===== config.mk =====
export PLATFORM = sky130hd
export DESIGN_NAME = spi_sram_slave
export DESIGN_NICKNAME = d
export VERILOG_FILES = /design/src/rtl/spi_sram_pkg.sv /design/src/rtl/spi_sram_sync.sv /design/src/rtl/spi_sram_array.sv /design/src/rtl/spi_sram_serial.sv /design/src/rtl/spi_sram_slave.sv
export SDC_FILE = /design/constraint.sdc
export NUM_CORES = 1
export LEC_CHECK = 0
export ABC_AREA = 1
export ABC_CLOCK_PERIOD_IN_PS = 3600
export BUFFER_PORTS_ARGS = -buffer_cell sky130_fd_sc_hd__buf_2
export CAP_MARGIN = 20
export CORE_UTILIZATION = 50
export CTS_BUF_LIST = sky130_fd_sc_hd__clkbuf_8
export CTS_CLUSTER_SIZE = 14
export DETAILED_ROUTE_END_ITERATION = 7
export PLACE_DENSITY_LB_ADDON = 0.1
export SLEW_MARGIN = 25
export SYNTH_ARGS = -nofsm -noshare
export SYNTH_HDL_FRONTEND = slang
export SYNTH_SLANG_ARGS = --single-unit

===== constraint.sdc =====
create_clock -name clk -period 3.6 [get_ports clk]
set_clock_uncertainty 0.2 [all_clocks]
set_input_delay 0.36 -clock clk [delete_from_list [all_inputs] [get_ports clk]]
set_output_delay 0.36 -clock clk [all_outputs]
set_load 0.03 [all_outputs]

===== src/rtl/spi_sram_pkg.sv =====
package spi_sram_pkg;

  typedef enum logic {
    PH_HEADER = 1'b0,
    PH_DATA   = 1'b1
  } xfer_phase_t;

  // Location that follows cur, wrapping after last.
  function automatic logic [7:0] next_index(input logic [7:0] cur, input logic [7:0] last);
    return (cur == last) ? 8'd0 : cur + 8'd1;
  endfunction

  // Header decode: bit 7 set means write.
  function automatic logic hdr_is_write(input logic [7:0] hdr);
    return hdr[7];
  endfunction

  function automatic logic [7:0] hdr_location(input logic [7:0] hdr);
    return {1'b0, hdr[6:0]};
  endfunction

endpackage


===== src/rtl/spi_sram_sync.sv =====
module spi_sram_sync #(
  parameter int WIDTH  = 4,
  parameter int STAGES = 2
) (
  input  logic             clk,
  input  logic             rst_n,
  input  logic [WIDTH-1:0] din,
  output logic [WIDTH-1:0] dout
);

  for (genvar b = 0; b < WIDTH; b++) begin : g_bit
    logic [STAGES-1:0] chain_q;
    always_ff @(posedge clk or negedge rst_n) begin
      if (!rst_n) chain_q <= '0;
      else        chain_q <= {chain_q[STAGES-2:0], din[b]};
    end
    assign dout[b] = chain_q[STAGES-1];
  end

endmodule


===== src/rtl/spi_sram_array.sv =====
module spi_sram_array #(
  parameter int DEPTH = 128,
  localparam int AW   = $clog2(DEPTH)
) (
  input  logic          clk,
  input  logic          rst_n,
  input  logic          wr_en,
  input  logic [AW-1:0] wr_addr,
  input  logic [7:0]    wr_data,
  input  logic [AW-1:0] rd_addr,
  output logic [7:0]    rd_data
);

  logic [7:0] store [DEPTH];

  always_ff @(posedge clk) begin
    if (wr_en) store[wr_addr] <= wr_data;
  end

  assign rd_data = store[rd_addr];

  // a stored byte is visible at its location on the next cycle
  p_store_visible_r5: assert property (@(posedge clk) disable iff (!rst_n)
    wr_en |=> (rd_addr != $past(wr_addr)) || (rd_data == $past(wr_data)));

endmodule


===== src/rtl/spi_sram_serial.sv =====
module spi_sram_serial
  import spi_sram_pkg::*;
#(
  parameter int DEPTH = 128,
  localparam int AW   = $clog2(DEPTH),
  localparam logic [7:0] LAST = 8'(DEPTH - 1)
) (
  input  logic          clk,
  input  logic          rst_n,
  input  logic          sel,
  input  logic          sck,
  input  logic          mosi,
  output logic          wr_en,
  output logic [AW-1:0] wr_addr,
  output logic [7:0]    wr_data,
  output logic [AW-1:0] rd_addr,
  input  logic [7:0]    rd_data,
  output logic          miso,
  output logic          miso_oe
);

  logic        sel_q, sck_q, idle_hi_q, dir_wr_q, oe_q, miso_q;
  xfer_phase_t phase_q;
  logic [2:0]  bit_cnt_q;
  logic [6:0]  rx_q;
  logic [7:0]  tx_q, loc_q;

  // Named internal events
  logic       sel_rise, sck_rise, sck_fall, cap_edge, shf_edge;
  logic       byte_done, hdr_done, rd_load, out_step;
  logic [7:0] rx_byte, rd_loc;

  assign sel_rise  = sel && !sel_q;
  assign sck_rise  = sck && !sck_q;
  assign sck_fall  = !sck && sck_q;
  assign cap_edge  = sel && sel_q && (idle_hi_q ? sck_rise : sck_fall);
  assign shf_edge  = sel && sel_q && (idle_hi_q ? sck_fall : sck_rise);
  assign rx_byte   = {rx_q, mosi};
  assign byte_done = cap_edge && (bit_cnt_q == 3'd7);
  assign hdr_done  = byte_done && (phase_q == PH_HEADER);
  assign wr_en     = byte_done && (phase_q == PH_DATA) && dir_wr_q;
  assign rd_load   = byte_done && ((phase_q == PH_HEADER) ? !hdr_is_write(rx_byte) : !dir_wr_q);
  assign out_step  = shf_edge && (phase_q == PH_DATA) && !dir_wr_q;
  assign rd_loc    = (phase_q == PH_HEADER) ? hdr_location(rx_byte) : loc_q;

  assign wr_addr = loc_q[AW-1:0];
  assign wr_data = rx_byte;
  assign rd_addr = rd_loc[AW-1:0];
  assign miso    = miso_q;
  assign miso_oe = oe_q;

  always_ff @(posedge clk or negedge rst_n) begin
    if (!rst_n) begin
      sel_q <= 1'b0;  sck_q <= 1'b0;  idle_hi_q <= 1'b0;
      dir_wr_q <= 1'b0;  oe_q <= 1'b0;  miso_q <= 1'b0;
      phase_q <= PH_HEADER;  bit_cnt_q <= '0;
      rx_q <= '0;  tx_q <= '0;  loc_q <= '0;
    end else begin
      sel_q <= sel;
      sck_q <= sck;
      if (!sel) begin
        phase_q   <= PH_HEADER;
        bit_cnt_q <= '0;
        dir_wr_q  <= 1'b0;
        oe_q      <= 1'b0;
        miso_q    <= 1'b0;
      end else begin
        if (sel_rise) idle_hi_q <= sck;
        if (cap_edge) begin
          rx_q      <= rx_byte[6:0];
          bit_cnt_q <= bit_cnt_q + 3'd1;
        end
        if (hdr_done) begin
          phase_q  <= PH_DATA;
          dir_wr_q <= hdr_is_write(rx_byte);
        end
        if (rd_load) begin
          tx_q  <= rd_data;
          loc_q <= next_index(rd_loc, LAST);
        end else if (hdr_done) begin
          loc_q <= hdr_location(rx_byte);
        end else if (wr_en) begin
          loc_q <= next_index(loc_q, LAST);
        end
        if (out_step) begin
          miso_q <= tx_q[7];
          tx_q   <= {tx_q[6:0], 1'b0};
          oe_q   <= 1'b1;
        end
      end
    end
  end

  // output enabled only while a read is in its data phase
  p_oe_read_only_r8: assert property (@(posedge clk) disable iff (!rst_n)
    oe_q |-> (phase_q == PH_DATA) && !dir_wr_q);

  // losing selection returns to idle state
  p_deselect_idle_r1: assert property (@(posedge clk) disable iff (!rst_n)
    !sel |=> !oe_q && (phase_q == PH_HEADER) && (bit_cnt_q == 3'd0));

  // idle level is held for the whole selection
  p_idle_level_held_r3: assert property (@(posedge clk) disable iff (!rst_n)
    (sel && sel_q) |=> $stable(idle_hi_q));

  // data phase persists while selected
  p_data_phase_sticky_r9: assert property (@(posedge clk) disable iff (!rst_n)
    (sel && phase_q == PH_DATA) |=> (phase_q == PH_DATA));

  // write location wraps from the top to zero
  p_wrap_to_zero_r7: assert property (@(posedge clk) disable iff (!rst_n)
    (wr_en && loc_q == LAST) |=> (loc_q == 8'd0));

  // serial output moves only after a shift edge
  p_miso_on_shift_r10: assert property (@(posedge clk) disable iff (!rst_n)
    (sel && sel_q && !shf_edge) |=> $stable(miso_q));

endmodule


===== src/rtl/spi_sram_slave.sv =====
module spi_sram_slave #(
  parameter int DEPTH     = 128,
  parameter int SYNC_STGS = 2,
  localparam int AW       = $clog2(DEPTH)
) (
  input  logic clk,
  input  logic rst_n,
  input  logic sck,
  input  logic mosi,
  input  logic ss_n,
  input  logic ce,
  output logic miso,
  output logic miso_oe
);

  logic [3:0]    pins_s;
  logic          sck_s, mosi_s, ss_n_s, ce_s, sel_s;
  logic          wr_en;
  logic [AW-1:0] wr_addr, rd_addr;
  logic [7:0]    wr_data, rd_data;

  spi_sram_sync #(.WIDTH(4), .STAGES(SYNC_STGS)) u_sync (
    .clk   (clk),
    .rst_n (rst_n),
    .din   ({sck, mosi, ss_n, ce}),
    .dout  (pins_s)
  );

  assign {sck_s, mosi_s, ss_n_s, ce_s} = pins_s;
  assign sel_s = !ss_n_s && ce_s;

  spi_sram_serial #(.DEPTH(DEPTH)) u_serial (
    .clk     (clk),
    .rst_n   (rst_n),
    .sel     (sel_s),
    .sck     (sck_s),
    .mosi    (mosi_s),
    .wr_en   (wr_en),
    .wr_addr (wr_addr),
    .wr_data (wr_data),
    .rd_addr (rd_addr),
    .rd_data (rd_data),
    .miso    (miso),
    .miso_oe (miso_oe)
  );

  spi_sram_array #(.DEPTH(DEPTH)) u_array (
    .clk     (clk),
    .rst_n   (rst_n),
    .wr_en   (wr_en),
    .wr_addr (wr_addr),
    .wr_data (wr_data),
    .rd_addr (rd_addr),
    .rd_data (rd_data)
  );

endmodule


==> run_results.csv <==
group,metric,value,unit
status,status,"complete, no violations",
drt,ant_nets,0,
yosys,synthCells,3787,
yosys,synthesis.area,44300,µm²
cells_and_area,drive_gt1_frac,0.111,
drt,wl,122000,µm
yosys,ys_warn_count,0,
placed_design,portBuffers,7,
clocking,cts_setup_buffers,0,
floorplan,core_area,87300,µm²
worst_hold_path,hold_path_class,"flip-flop to flip-flop",
sta,relSlewSlack,0.420,
clocking,cts-root-buf,"clkbuf_8",
power,ir_drop,0.000330,V
worst_setup_path,crit_type,"flip-flop to flip-flop",
sta,fmax,0.304,GHz
floorplan,initial_core_util,0.507,
flow_run,max_cap_violations,0,
global_routing,grt_max_degree,130,
global_routing,first_global_vias,29600,
drt,drt_pre_antenna_iters,6,
placed_design,gp_congestion,0.928,
worst_setup_path,crit_path_max_fanout,88,
sta,finalHoldViolations,0,
cells_and_area,syn_to_final_growth,12.4,%
global_routing,grt_pass1_wl,185000,µm
placed_design,dp_hpwl,69400,µm
power,cellPowerDensity,600,nW/µm²
yosys,ys_seq_area_frac,0.717,
sta,tns,0,ns
sta,rsz0062_at_grt,"no",
clocking,cts_max_level,4,
clocking,numCtsBuffers,173,
drt,vias,29700,
cells_and_area,fin_area,49800,µm²
clocking,clockBufferDepth,3,
power,p_leak,0.0182,µW
global_routing,antenna_found_initial,1,
yosys,synth_seq_cells,1065,
sta,finalCritPeriodShare,0.913,
drt,drc,0,
cells_and_area,final_nets,3949,
worst_setup_path,end_kind,"flip-flop",
worst_setup_path,critPathRequiredTime,4.17,ns
floorplan,chipHeight,300,µm
floorplan,die_w,300,µm
drt,drt-initial-drc-count,3136,
sta,finalSetupViolations,0,
yosys,syn_avg_cell_area,11.7,µm²
drt,wl_per_cell,23.3,µm
sta,min_period,3.29,ns
placed_design,postPlaceCellArea,46500,µm²
yosys,syn_nets,3797,
floorplan,rows,108,
yosys,yosys-top-cells-area,"edfxtp_1, nand3_1, nand2_1",
yosys,synth_edf_count,1024,
global_routing,track_usage,0.276,
cells_and_area,fill_cells,7402,
drt,vias_per_cell,5.66,
cells_and_area,regArea,31800,µm²
clocking,clk_latency,0.86,ns
floorplan,io-pin-count,8,
worst_setup_path,critPathArrivalTime,3.86,ns
yosys,yosysTopAreaCell,"edfxtp_1",
yosys,synth_top_cell_area_share,0.694,
sta,tightest_slew,0.867,ns
global_routing,gr-total-overflow,0,
yosys,yosysUniqueCellTypes,39,
yosys,synthArstFlopShare,0.0385,
yosys,synthFlopType,"edfxtp_1",
clocking,cts_tree,"done",
floorplan,dieArea,89800,µm²
cells_and_area,utilization,0.570,
sta,slew_violations,0,
cells_and_area,multi_input_area,10400,µm²
clocking,cts.sinks,1065,
clocking,clkTransAtPathRegs,0.06,ns
worst_setup_path,critPathLaunchType,"flip-flop",
-- critical path, cell delays in order (launching register included) --
cell and delay [ns]:
dfrtp_1 0.44, buf_4 0.24, o21ai_4 0.36, buf_12 0.16
buf_12 0.28, nand3_1 0.27, nand3_1 0.14, nand3_1 0.09
nand3_1 0.20, nand3_1 0.26, nand3_1 0.16, nand3_1 0.08
a21oi_1 0.15
-- final timing paths --
check	startpoint	endpoint	slack, ns	cells after the start
worst min-delay path	u_sync.g_bit[3].chain_q[0]	u_sync.g_bit[3].chain_q[1]	0.16	0
min in group asynchronous	rst_n	u_sync.g_bit[2].chain_q[1]	0.38	3
max in group asynchronous	rst_n	u_serial.rx_q[4]	2.31	4
worst min register to register	u_sync.g_bit[3].chain_q[0]	u_sync.g_bit[3].chain_q[1]	0.16	0
worst max register to register	u_serial.phase_q	u_serial.tx_q[2]	0.31	12
worst max-delay path	u_serial.phase_q	u_serial.tx_q[2]	0.31	12
-- flip-flops by register name, summed over array words and instances (netlist names) --
name / cells
u_sync.g_bit.chain_q: 8
u_serial.phase_q: 1
u_serial.rx_q: 7
u_serial.sel_q: 1
u_serial.tx_q: 8
u_serial.loc_q: 8
u_serial.miso: 1
u_serial.sck_q: 1
u_serial.bit_cnt_q: 3
u_serial.dir_wr_q: 1
u_serial.idle_hi_q: 1
u_serial.miso_oe: 1
u_array.store: 1024
-- synth_stat cells (5+ instances only) --
cell type	n
buf_4	16
inv_1	279
o211ai_1	175
o21ai_1	31
xor2_1	5
clkbuf_1	61
buf_6	5
nand2_1	630
dfrtp_1	41
edfxtp_1	1024
buf_1	17
or2_2	18
o22ai_1	7
nor2_1	436
o21ai_0	238
nor3_1	30
nand3_1	563
a21oi_1	37
or2_0	6
buf_2	134
-- power by group --
part	total [µW]	internal, µW	leakage [µW]	switching (µW)
registers	14600	14500	0.00976	164
logic	5600	1410	0.00654	4190
clock network	9610	4860	0.00185	4750
-- kinds of logic (layout without fill, tap and decap cells) --
family	Yosys count	in the layout	share of synthesized area
adder cells (fa/ha/maj)	4	4	0.00113
buffers and inverters	519	816	0.0500
flip-flops	1065	1065	0.717
other	0	3	0
AO/OA/AOI/OAI	501	501	0.0677
AND/OR/NAND/NOR	1693	1693	0.163
XOR/XNOR	5	5	0.000989
-- layout by cell type, fill, tap and decap left out, types with 30 or more instances in the layout --
master | netlist | final
o211ai_1 | 175 | 175
nand3_1 | 563 | 563
a21oi_1 | 37 | 37
nand2_1 | 630 | 629
edfxtp_1 | 1024 | 1024
o21ai_0 | 238 | 238
nor2_1 | 436 | 436
clkinv_1 | 2 | 48
clkbuf_8 | 0 | 180
dfrtp_1 | 41 | 33
buf_4 | 16 | 163
nor3_1 | 30 | 30
inv_1 | 279 | 344
-- timing repair --
item,in CTS,in global routing
hold buffers,11,0
endpoints found under the hold margin,45,0
gates resized for setup,0,0
-- metal layers --
metal  track usage  wire, µm  vias up
li1              -         -    13700
met1         0.384     52400    14600
met2         0.440     57700     1179
met3        0.0485      8700      198
met4        0.0962      3440        0
met5             0         0        -
-- cell type report --
cell class / instances / share of cell area
Multi-Input combinational cell: 2203 / 0.208
Clock buffer: 180 / 0.0498
Tap cell: 1155 / 0.0290
Clock inverter: 140 / 0.0136
Timing Repair Buffer: 210 / 0.0390
Antenna cell: 3 / 0.000151
Inverter: 286 / 0.0217
Sequential cell: 1065 / 0.639
-- metrics by stage --
| stage | worst slack (ns) | std cells | hold slack [ns] | total power (µW) |
|---|---|---|---|---|
| finish | 0.314 | 5242 | 0.159 | 29900 |
| floorplan | 0.0779 | 3787 | -0.136 | 18100 |
| global route | 0.0979 | 5241 | 0.162 | 31000 |
| detailed placement | 0.387 | 4908 | 0.138 | 20500 |
| global placement | 0.336 | 4908 | 0.144 | 20400 |
| CTS | 0.363 | 5239 | 0.160 | 30000 |
Power figures use the tool's default switching activity.
